File: config.mk
export PLATFORM = sky130hd
export DESIGN_NAME = tbase_minute_divider
export DESIGN_NICKNAME = d
export VERILOG_FILES = /design/src/rtl/tbase_pkg.sv /design/src/rtl/tbase_rst_sync.sv /design/src/rtl/tbase_edge_sync.sv /design/src/rtl/tbase_counter.sv /design/src/rtl/tbase_tc_decode.sv /design/src/rtl/tbase_minute_divider.sv
export SDC_FILE = /design/constraint.sdc
export NUM_CORES = 1
export LEC_CHECK = 0
export BUFFER_PORTS_ARGS = -buffer_cell sky130_fd_sc_hd__buf_2
export CORE_AREA = 2 2 40 61
export DETAILED_ROUTE_END_ITERATION = 8
export DIE_AREA = 0 0 42 63
export SYNTH_ARGS = -nofsm -noshare
export SYNTH_HDL_FRONTEND = slang
export SYNTH_SLANG_ARGS = --single-unit
File: constraint.sdc
create_clock -name clk -period 1.2 [get_ports clk]
set_clock_uncertainty 0.2 [all_clocks]
set_input_delay 0.18 -clock clk [delete_from_list [all_inputs] [get_ports clk]]
set_output_delay 0.18 -clock clk [all_outputs]
set_load 0.1 [all_outputs]
File: src/rtl/tbase_pkg.sv
package tbase_pkg;

  // Number of set bits in a stage mask.
  function automatic int mask_ones(input logic [31:0] m);
    int n;
    n = 0;
    for (int i = 0; i < 32; i++) begin
      if (m[i]) n++;
    end
    return n;
  endfunction

  // Bit position of the k-th set bit (k from 0) of a stage mask.
  function automatic int mask_pos(input logic [31:0] m, input int k);
    int seen;
    int pos;
    seen = 0;
    pos  = 0;
    for (int i = 0; i < 32; i++) begin
      if (m[i]) begin
        if (seen == k) pos = i;
        seen++;
      end
    end
    return pos;
  endfunction

endpackage

File: src/rtl/tbase_rst_sync.sv
module tbase_rst_sync (
  input  logic clk,
  input  logic rst_n,
  output logic rst_ns
);

  logic [1:0] rq_q;
  logic [1:0] rq_d;

  always_comb begin
    rq_d = {rq_q[0], 1'b1};
  end

  always_ff @(posedge clk or negedge rst_n) begin
    if (!rst_n) begin
      rq_q <= 2'b00;
    end else begin
      rq_q <= rq_d;
    end
  end

  assign rst_ns = rq_q[1];

endmodule

File: src/rtl/tbase_edge_sync.sv
module tbase_edge_sync #(
  parameter int SYNC_FLOPS = 2
) (
  input  logic clk,
  input  logic rst_ns,
  input  logic ev_i,
  output logic fall_o
);

  localparam int LAST = SYNC_FLOPS - 1;

  logic [SYNC_FLOPS-1:0] sync_q;
  logic [SYNC_FLOPS-1:0] sync_d;
  logic                  prev_q;
  logic                  prev_d;

  always_comb begin
    sync_d = {sync_q[SYNC_FLOPS-2:0], ev_i};
    prev_d = sync_q[LAST];
  end

  // Reset value low on both: a reset never manufactures a falling edge.
  always_ff @(posedge clk or negedge rst_ns) begin
    if (!rst_ns) begin
      sync_q <= '0;
      prev_q <= 1'b0;
    end else begin
      sync_q <= sync_d;
      prev_q <= prev_d;
    end
  end

  assign fall_o = prev_q & ~sync_q[LAST];

  // one edge yields a single-cycle enable
  a_r1_single_fall: assert property (@(posedge clk) disable iff (!rst_ns)
    fall_o |=> !fall_o);

endmodule

File: src/rtl/tbase_counter.sv
module tbase_counter #(
  parameter int STAGES = 14
) (
  input  logic              clk,
  input  logic              rst_ns,
  input  logic              en_i,
  input  logic              clr_i,
  output logic [STAGES-1:0] cnt_o
);

  logic [STAGES-1:0] cnt_q;
  logic [STAGES-1:0] cnt_d;
  logic [STAGES-1:0] carry;

  // Per-stage toggle chain: stage i toggles when enabled and all lower stages are high.
  assign carry[0] = en_i;

  for (genvar i = 0; i < STAGES; i++) begin : g_stage
    if (i < STAGES - 1) begin : g_carry
      assign carry[i+1] = carry[i] & cnt_q[i];
    end
    always_comb begin
      if (clr_i) begin
        cnt_d[i] = 1'b0;
      end else begin
        cnt_d[i] = cnt_q[i] ^ carry[i];
      end
    end
  end

  always_ff @(posedge clk or negedge rst_ns) begin
    if (!rst_ns) begin
      cnt_q <= '0;
    end else begin
      cnt_q <= cnt_d;
    end
  end

  assign cnt_o = cnt_q;

  // an enable without clear adds exactly one
  a_r1_step: assert property (@(posedge clk) disable iff (!rst_ns)
    (en_i && !clr_i) |=> (cnt_q == $past(cnt_q) + {{(STAGES-1){1'b0}}, 1'b1}));

  // no enable, no change
  a_r2_hold: assert property (@(posedge clk) disable iff (!rst_ns)
    (!en_i && !clr_i) |=> $stable(cnt_q));

endmodule

File: src/rtl/tbase_tc_decode.sv
module tbase_tc_decode #(
  parameter int              STAGES  = 14,
  parameter logic [31:0]     TC_MASK = 32'h0000_0E10
) (
  input  logic              clk,
  input  logic              rst_ns,
  input  logic [STAGES-1:0] cnt_i,
  output logic              tc_o,
  output logic              clr_o,
  output logic              pulse_o
);

  localparam logic [STAGES-1:0] TCM = TC_MASK[STAGES-1:0];

  logic tc;
  logic pulse_q;
  logic pulse_d;

  // Counter is synchronous, so this AND of register outputs is glitch-free at the edge.
  always_comb begin
    tc      = &(cnt_i | ~TCM);
    pulse_d = tc;
  end

  always_ff @(posedge clk or negedge rst_ns) begin
    if (!rst_ns) begin
      pulse_q <= 1'b0;
    end else begin
      pulse_q <= pulse_d;
    end
  end

  assign tc_o    = tc;
  assign clr_o   = tc;
  assign pulse_o = pulse_q;

  // the pulse is one clock wide
  a_r7_one_wide: assert property (@(posedge clk) disable iff (!rst_ns)
    pulse_q |=> !pulse_q);

  // counter is zero once the terminal cycle has passed
  a_r7_cleared: assert property (@(posedge clk) disable iff (!rst_ns)
    tc |=> (cnt_i == '0));

  // a pulse only ever follows a terminal cycle
  a_r8_pulse_src: assert property (@(posedge clk) disable iff (!rst_ns)
    pulse_q |-> $past(tc));

endmodule

File: src/rtl/tbase_minute_divider.sv
module tbase_minute_divider #(
  parameter int          STAGES     = 14,
  parameter int          SYNC_FLOPS = 2,
  parameter logic [31:0] TC_MASK    = 32'h0000_0E10,
  parameter logic [31:0] VIS_MASK   = 32'h0000_3FF9,
  localparam int         VIS_W      = tbase_pkg::mask_ones(VIS_MASK)
) (
  input  logic             clk,
  input  logic             rst_n,
  input  logic             ev_i,
  output logic             pulse_o,
  output logic [VIS_W-1:0] vis_o,
  output logic             tc_o
);

  localparam logic [STAGES-1:0] TC_VAL = TC_MASK[STAGES-1:0];

  logic              rst_ns;
  logic              fall_en;
  logic              clr;
  logic [STAGES-1:0] cnt_w;

  tbase_rst_sync u_rst (
    .clk    (clk),
    .rst_n  (rst_n),
    .rst_ns (rst_ns)
  );

  tbase_edge_sync #(
    .SYNC_FLOPS (SYNC_FLOPS)
  ) u_edge (
    .clk    (clk),
    .rst_ns (rst_ns),
    .ev_i   (ev_i),
    .fall_o (fall_en)
  );

  tbase_counter #(
    .STAGES (STAGES)
  ) u_cnt (
    .clk    (clk),
    .rst_ns (rst_ns),
    .en_i   (fall_en),
    .clr_i  (clr),
    .cnt_o  (cnt_w)
  );

  tbase_tc_decode #(
    .STAGES  (STAGES),
    .TC_MASK (TC_MASK)
  ) u_dec (
    .clk     (clk),
    .rst_ns  (rst_ns),
    .cnt_i   (cnt_w),
    .tc_o    (tc_o),
    .clr_o   (clr),
    .pulse_o (pulse_o)
  );

  // Bring out only the stages selected by VIS_MASK, lowest first.
  for (genvar k = 0; k < VIS_W; k++) begin : g_vis
    localparam int SRC = tbase_pkg::mask_pos(VIS_MASK, k);
    assign vis_o[k] = cnt_w[SRC];
  end

  // the count never runs past the terminal value
  a_r8_bound: assert property (@(posedge clk) disable iff (!rst_ns)
    cnt_w <= TC_VAL);

  // terminal flag and clear arrive together with a counter that only grew by enable
  a_r6_tc_via_step: assert property (@(posedge clk) disable iff (!rst_ns)
    $rose(tc_o) |-> $past(fall_en));

endmodule

* Word-level counts from Yosys, hierarchy flattened
Cells that the tools add are included.
** Word-level totals
- Register bits :: 20
** Cells by class
- Mux-type cells :: 14
- Bitwise logic cells :: 29
- Reductions and logical operators :: 1
** Operator list (count)
- 1-bit bitwise AND :: 14
- 1-bit two-way mux :: 14
- 1-bit bitwise XOR :: 14
- 4-bit AND reduction :: 1
- 1-bit inverter :: 1

* Depth between registers and ports, before layout
- Depth in word-level cells :: 17
- Mapped depth :: 16

* Cells and area by module
A second synthesis with hierarchy kept.
** Unflattened totals
- Cells, all modules :: 53
- Area total of the unflattened synthesis :: 827.0 µm²
** Modules (own cells, without submodules)
- tbase_counter :: times used 1, cells each 43, area an instance 643.1 µm²
- tbase_edge_sync :: times used 1, cells each 4, area an instance 88.8 µm²
- tbase_rst_sync :: times used 1, cells each 3, area an instance 53.8 µm²
- tbase_tc_decode :: times used 1, cells each 3, area an instance 41.3 µm²

* Worst setup path before layout
OpenSTA, ideal clock, no wires.
- Path kind :: reg-to-reg
- From :: reg u_edge.prev_q
- To :: reg u_cnt.cnt_q[13] (netlist: u_cnt.cnt_o[13])
- Library setup time :: 0.157 ns
- Data arrival time :: 2.868 ns
- Required time :: 0.843 ns
- Setup slack :: -2.025 ns
- Cell stages (with the launch flop) :: 17
- Path buffers :: 0
- Period minus slack after synthesis :: 3.225 ns
- Cell sequence :: dfrtp_1 nor2b_1 ha_1 ha_1 ha_1 ha_1 ha_1 ha_1 ha_1 ha_1 ha_1 ha_1 ha_1 ha_1 ha_1 xnor2_1 nor2_1
** On the way
- Word-level cells in the longest chain between the ends :: 16
** Ends and longest elaborated chain
- from (decl) :: RTL line tbase_edge_sync.sv:14 : logic prev_q;
- from (signal assigned) :: RTL line tbase_edge_sync.sv:29 : prev_q <= prev_d;
- 1-bit bitwise AND :: RTL line tbase_edge_sync.sv:33 : assign fall_o = prev_q & ~sync_q[LAST];
- 1-bit bitwise AND (13 in series) :: RTL line tbase_counter.sv:20 : assign carry[i+1] = carry[i] & cnt_q[i];
- 1-bit bitwise XOR :: RTL line tbase_counter.sv:26 : cnt_d[i] = cnt_q[i] ^ carry[i];
- 1-bit two-way mux :: RTL line tbase_counter.sv:23 : if (clr_i) begin
- net u_cnt.cnt_d[13] :: RTL line tbase_counter.sv:12 : logic [STAGES-1:0] cnt_d;
- to (signal assigned) :: RTL line tbase_counter.sv:35 : cnt_q <= cnt_d;
- to (decl) :: RTL line tbase_counter.sv:11 : logic [STAGES-1:0] cnt_q;
The timed path passes the listed nets, and every way through them passes these cells.

* Final worst setup path
- From :: reg u_edge.prev_q
- To :: reg u_cnt.cnt_q[12] (netlist: u_cnt.cnt_o[12])
** On the way
- Word-level cells in the longest chain between the ends :: 15
** Ends and longest elaborated chain (RTL line)
- 1-bit bitwise AND :: tbase_edge_sync.sv:33
- 1-bit bitwise AND (12 in series) :: tbase_counter.sv:20
- 1-bit bitwise XOR :: tbase_counter.sv:26
- 1-bit two-way mux :: tbase_counter.sv:23
- net u_cnt.cnt_d[12] :: tbase_counter.sv:12
The timed path passes the listed nets, and every way through them passes these cells.

==> results.tsv <==
metric	value	unit
outcome	finished, violations left	
failing checks	setup timing	
initial antenna violation count	0	
placer congestion estimate	0.646	
Period minus WS final	2.99	ns
startpoint types	flip-flop	
Seq/Total Area, Yosys	0.549	
worst setup margin	-1.79	ns
vias in the first global route	608	
CTS tree	yes	
Buffers & Inverters on Critical Path	0	
die area	2650	um^2
area grow syn2layout	80.5	%
Die Y	63	um
die width	42	um
fillers	124	
utilization after layout	0.774	
Initial Util	0.429	
1st-pass router iterations	4	
Clock Latency Late Sink	0.31	ns
RR Startpoint	u_edge.prev_q$_DFF_PN0_	
Leak	0.748	nW
ANT nets after route	0	
RSZ-0062 raised after global routing	yes	
Post-Layout Cell Count	121	
pin count of the biggest net entering global routing	19	
Antenna Cells	0	
Hold WC Path Type	flip-flop to flip-flop	
Final Hold Fails	0	
Synth area leader	dfrtp_1	
min-delay src	u_edge.sync_q[0]$_DFF_PN0_	
synth warn	0	
global-route wire length before repair	2730	um
I/O pin cnt	17	
clk sinks	20	
clk buf depth	2	
layout cells sized above 1	0.765	
worst min-delay path endpoint	u_edge.sync_q[1]$_DFF_PN0_	
GRT Util Overall	0.143	
CTS clk-pin slew, worst paths	0.12	ns
clk root buf	clkbuf_4	
overall power	2.64	mW
cts bufs inserted	3	
ranking of synthesized cells by area	dfrtp_1, ha_1, buf_4	
IO Port Bufs	16	
cell count after placement	105	
flops & latches, synth	20	
Setup CP Type	flip-flop to flip-flop	
Netlist cell types	12	
CP top delay family	adder cells	
DR iter-0 viols	6	
period utilization	2.49	
Syn Nets	81	
Core Area	2130	um^2
Arr. time, crit path	3.01	ns
critical path's largest stage delay	0.39	ns
Post-Syn Area	912	um^2
worst hold path depth	0	
DR vias/cell	4.49	
Routed wire per std cell	13.2	um
worst-path maximum fanout	1	
peak supply drop	1.76	mV
CP Data Required Time	1.22	ns
nets	115	
power per standard cell area	1600	nW/um^2
most frequent CP cell	ha_4	
synthesized area per cell	14.0	um^2
routed wire length	1600	um
CP Capture Type	flip-flop	
Max Clk Rate	0.334	GHz
reg-to-reg endpoint	u_cnt.cnt_o[12]$_DFF_PN0_	
Max-Cap Viols	0	
R2R depth	15	
fin. max-slew vios	0	
# rows	21	
instance count of the mapped netlist	65	
via count	543	
Final Hold Slack	0.162	ns
DP Worst Slack	-1.79	ns
Cell Chain, Critical Path	nor2b_4 -> ha_4 -> ha_4 -> ha_4 -> ha_4 -> ha_4 -> ha_4 -> ha_4 -> ha_4 -> ha_4 -> ha_4 -> ha_4 -> ha_4 -> ha_4 -> and2_4	
share of the synthesized area in the top cell type	0.549	
Overflow after GRT	0	
slowest cell on the critical path	dfrtp_1	
H-tree levels	1	
r2r setup slk	-1.79	ns
number of remaining DRC errors	0	
Final setup viols	28	
==> placed cells by master, fill, tap and decap left out <==
cell / n
bufinv_16: 1
conb_1: 1
clkinvlp_4: 1
buf_12: 14
buf_6: 16
nor2_1: 1
clkbuf_4: 3
dfrtp_2: 3
buf_2: 2
xnor2_2: 1
dfrtp_1: 17
ha_4: 13
nand4_4: 1
buf_4: 6
dlygate4sd3_1: 4
nor2b_4: 1
and2_4: 13
==> power breakdown <==
part / internal, mW / total (mW) / switching [mW]
sequential: 0.776 / 0.882 / 0.106
clock: 0.338 / 0.546 / 0.208
combinational: 0.584 / 1.21 / 0.623
total: 1.70 / 2.64 / 0.937
==> sequential cells by signal, indices dropped and copies added, names as in the netlist <==
name and cells:
u_edge.prev_q 1, u_dec.pulse_o 1, u_cnt.cnt_o 14, u_edge.sync_q 2, u_rst.rq_q 2
==> Yosys cell counts <==
cell and number:
buf_6 1, ha_1 13, xnor2_1 1, nand4_2 1, nor2_1 1, buf_4 12
and2_2 4, inv_1 1, and2_4 9, conb_1 1, dfrtp_1 20, nor2b_1 1
==> cell type report <==
class / count / area [um^2] / share of cell area
Clock inverter: 1 / 30.0 / 0.0182
Inverter: 1 / 7.51 / 0.00456
Tap cell: 23 / 28.8 / 0.0175
Multi-Input combinational cell: 31 / 498 / 0.302
Clock buffer: 3 / 22.5 / 0.0137
Sequential cell: 20 / 504 / 0.306
Timing Repair Buffer: 42 / 556 / 0.337
==> worst register-to-register path, delay by kind of cell, from the launching register on <==
family	cells	cell delay, ns
fa+ha+maj	13	2.05
flops	1	0.39
simple gates	2	0.25
==> repair_timing <==
item	in CTS	in global routing
setup buffers	9	4
hold buffers	4	0
hold endpoints to repair	15	0
endpoints found under the setup margin	29	38
pin swaps	3	3
resized for setup	17	7
==> how the worst max path moves through the flow <==
stage	slack, ns	to	from	cells past startpoint
2_1_floorplan	-1.73	u_cnt.cnt_o[13]$_DFF_PN0_	u_edge.prev_q$_DFF_PN0_	16
3_3_place_gp	-1.79	u_cnt.cnt_o[13]$_DFF_PN0_	u_edge.prev_q$_DFF_PN0_	16
5_1_grt	-1.87	u_cnt.cnt_o[12]$_DFF_PN0_	u_edge.prev_q$_DFF_PN0_	15
6_report	-1.79	u_cnt.cnt_o[12]$_DFF_PN0_	u_edge.prev_q$_DFF_PN0_	15
3_5_place_dp	-1.79	u_cnt.cnt_o[12]$_DFF_PN0_	u_edge.prev_q$_DFF_PN0_	15
4_1_cts	-1.79	u_cnt.cnt_o[12]$_DFF_PN0_	u_edge.prev_q$_DFF_PN0_	15
==> cells by family after synthesis <==
| family | Yosys count | synth area share |
|---|---|---|
| XOR/XNOR | 1 | 0.00960 |
| adder cells (fa/ha/maj) | 13 | 0.178 |
| buffers and inverters | 14 | 0.115 |
| flip-flops | 20 | 0.549 |
| other | 1 | 0.00411 |
| AND/OR/NAND/NOR | 16 | 0.144 |
==> per-stage QoR <==
stage,instance area [um^2],TNS [ns]
3_5_place_dp,1400,-13.81
2_1_floorplan,1070,-13.14
5_1_grt,1650,-17.96
6_report,1650,-16.51
3_3_place_gp,1400,-13.53
4_1_cts,1620,-16.68
==> metal layers <==
metal,vias up,GRT usage,part of all wire
met1,263,0.158,0.35
li1,260,-,-
met4,0,0.0847,0.029
met3,5,0.0173,0.035
met2,15,0.252,0.58
met5,-,0,0
Power figures use the tool's default switching activity.
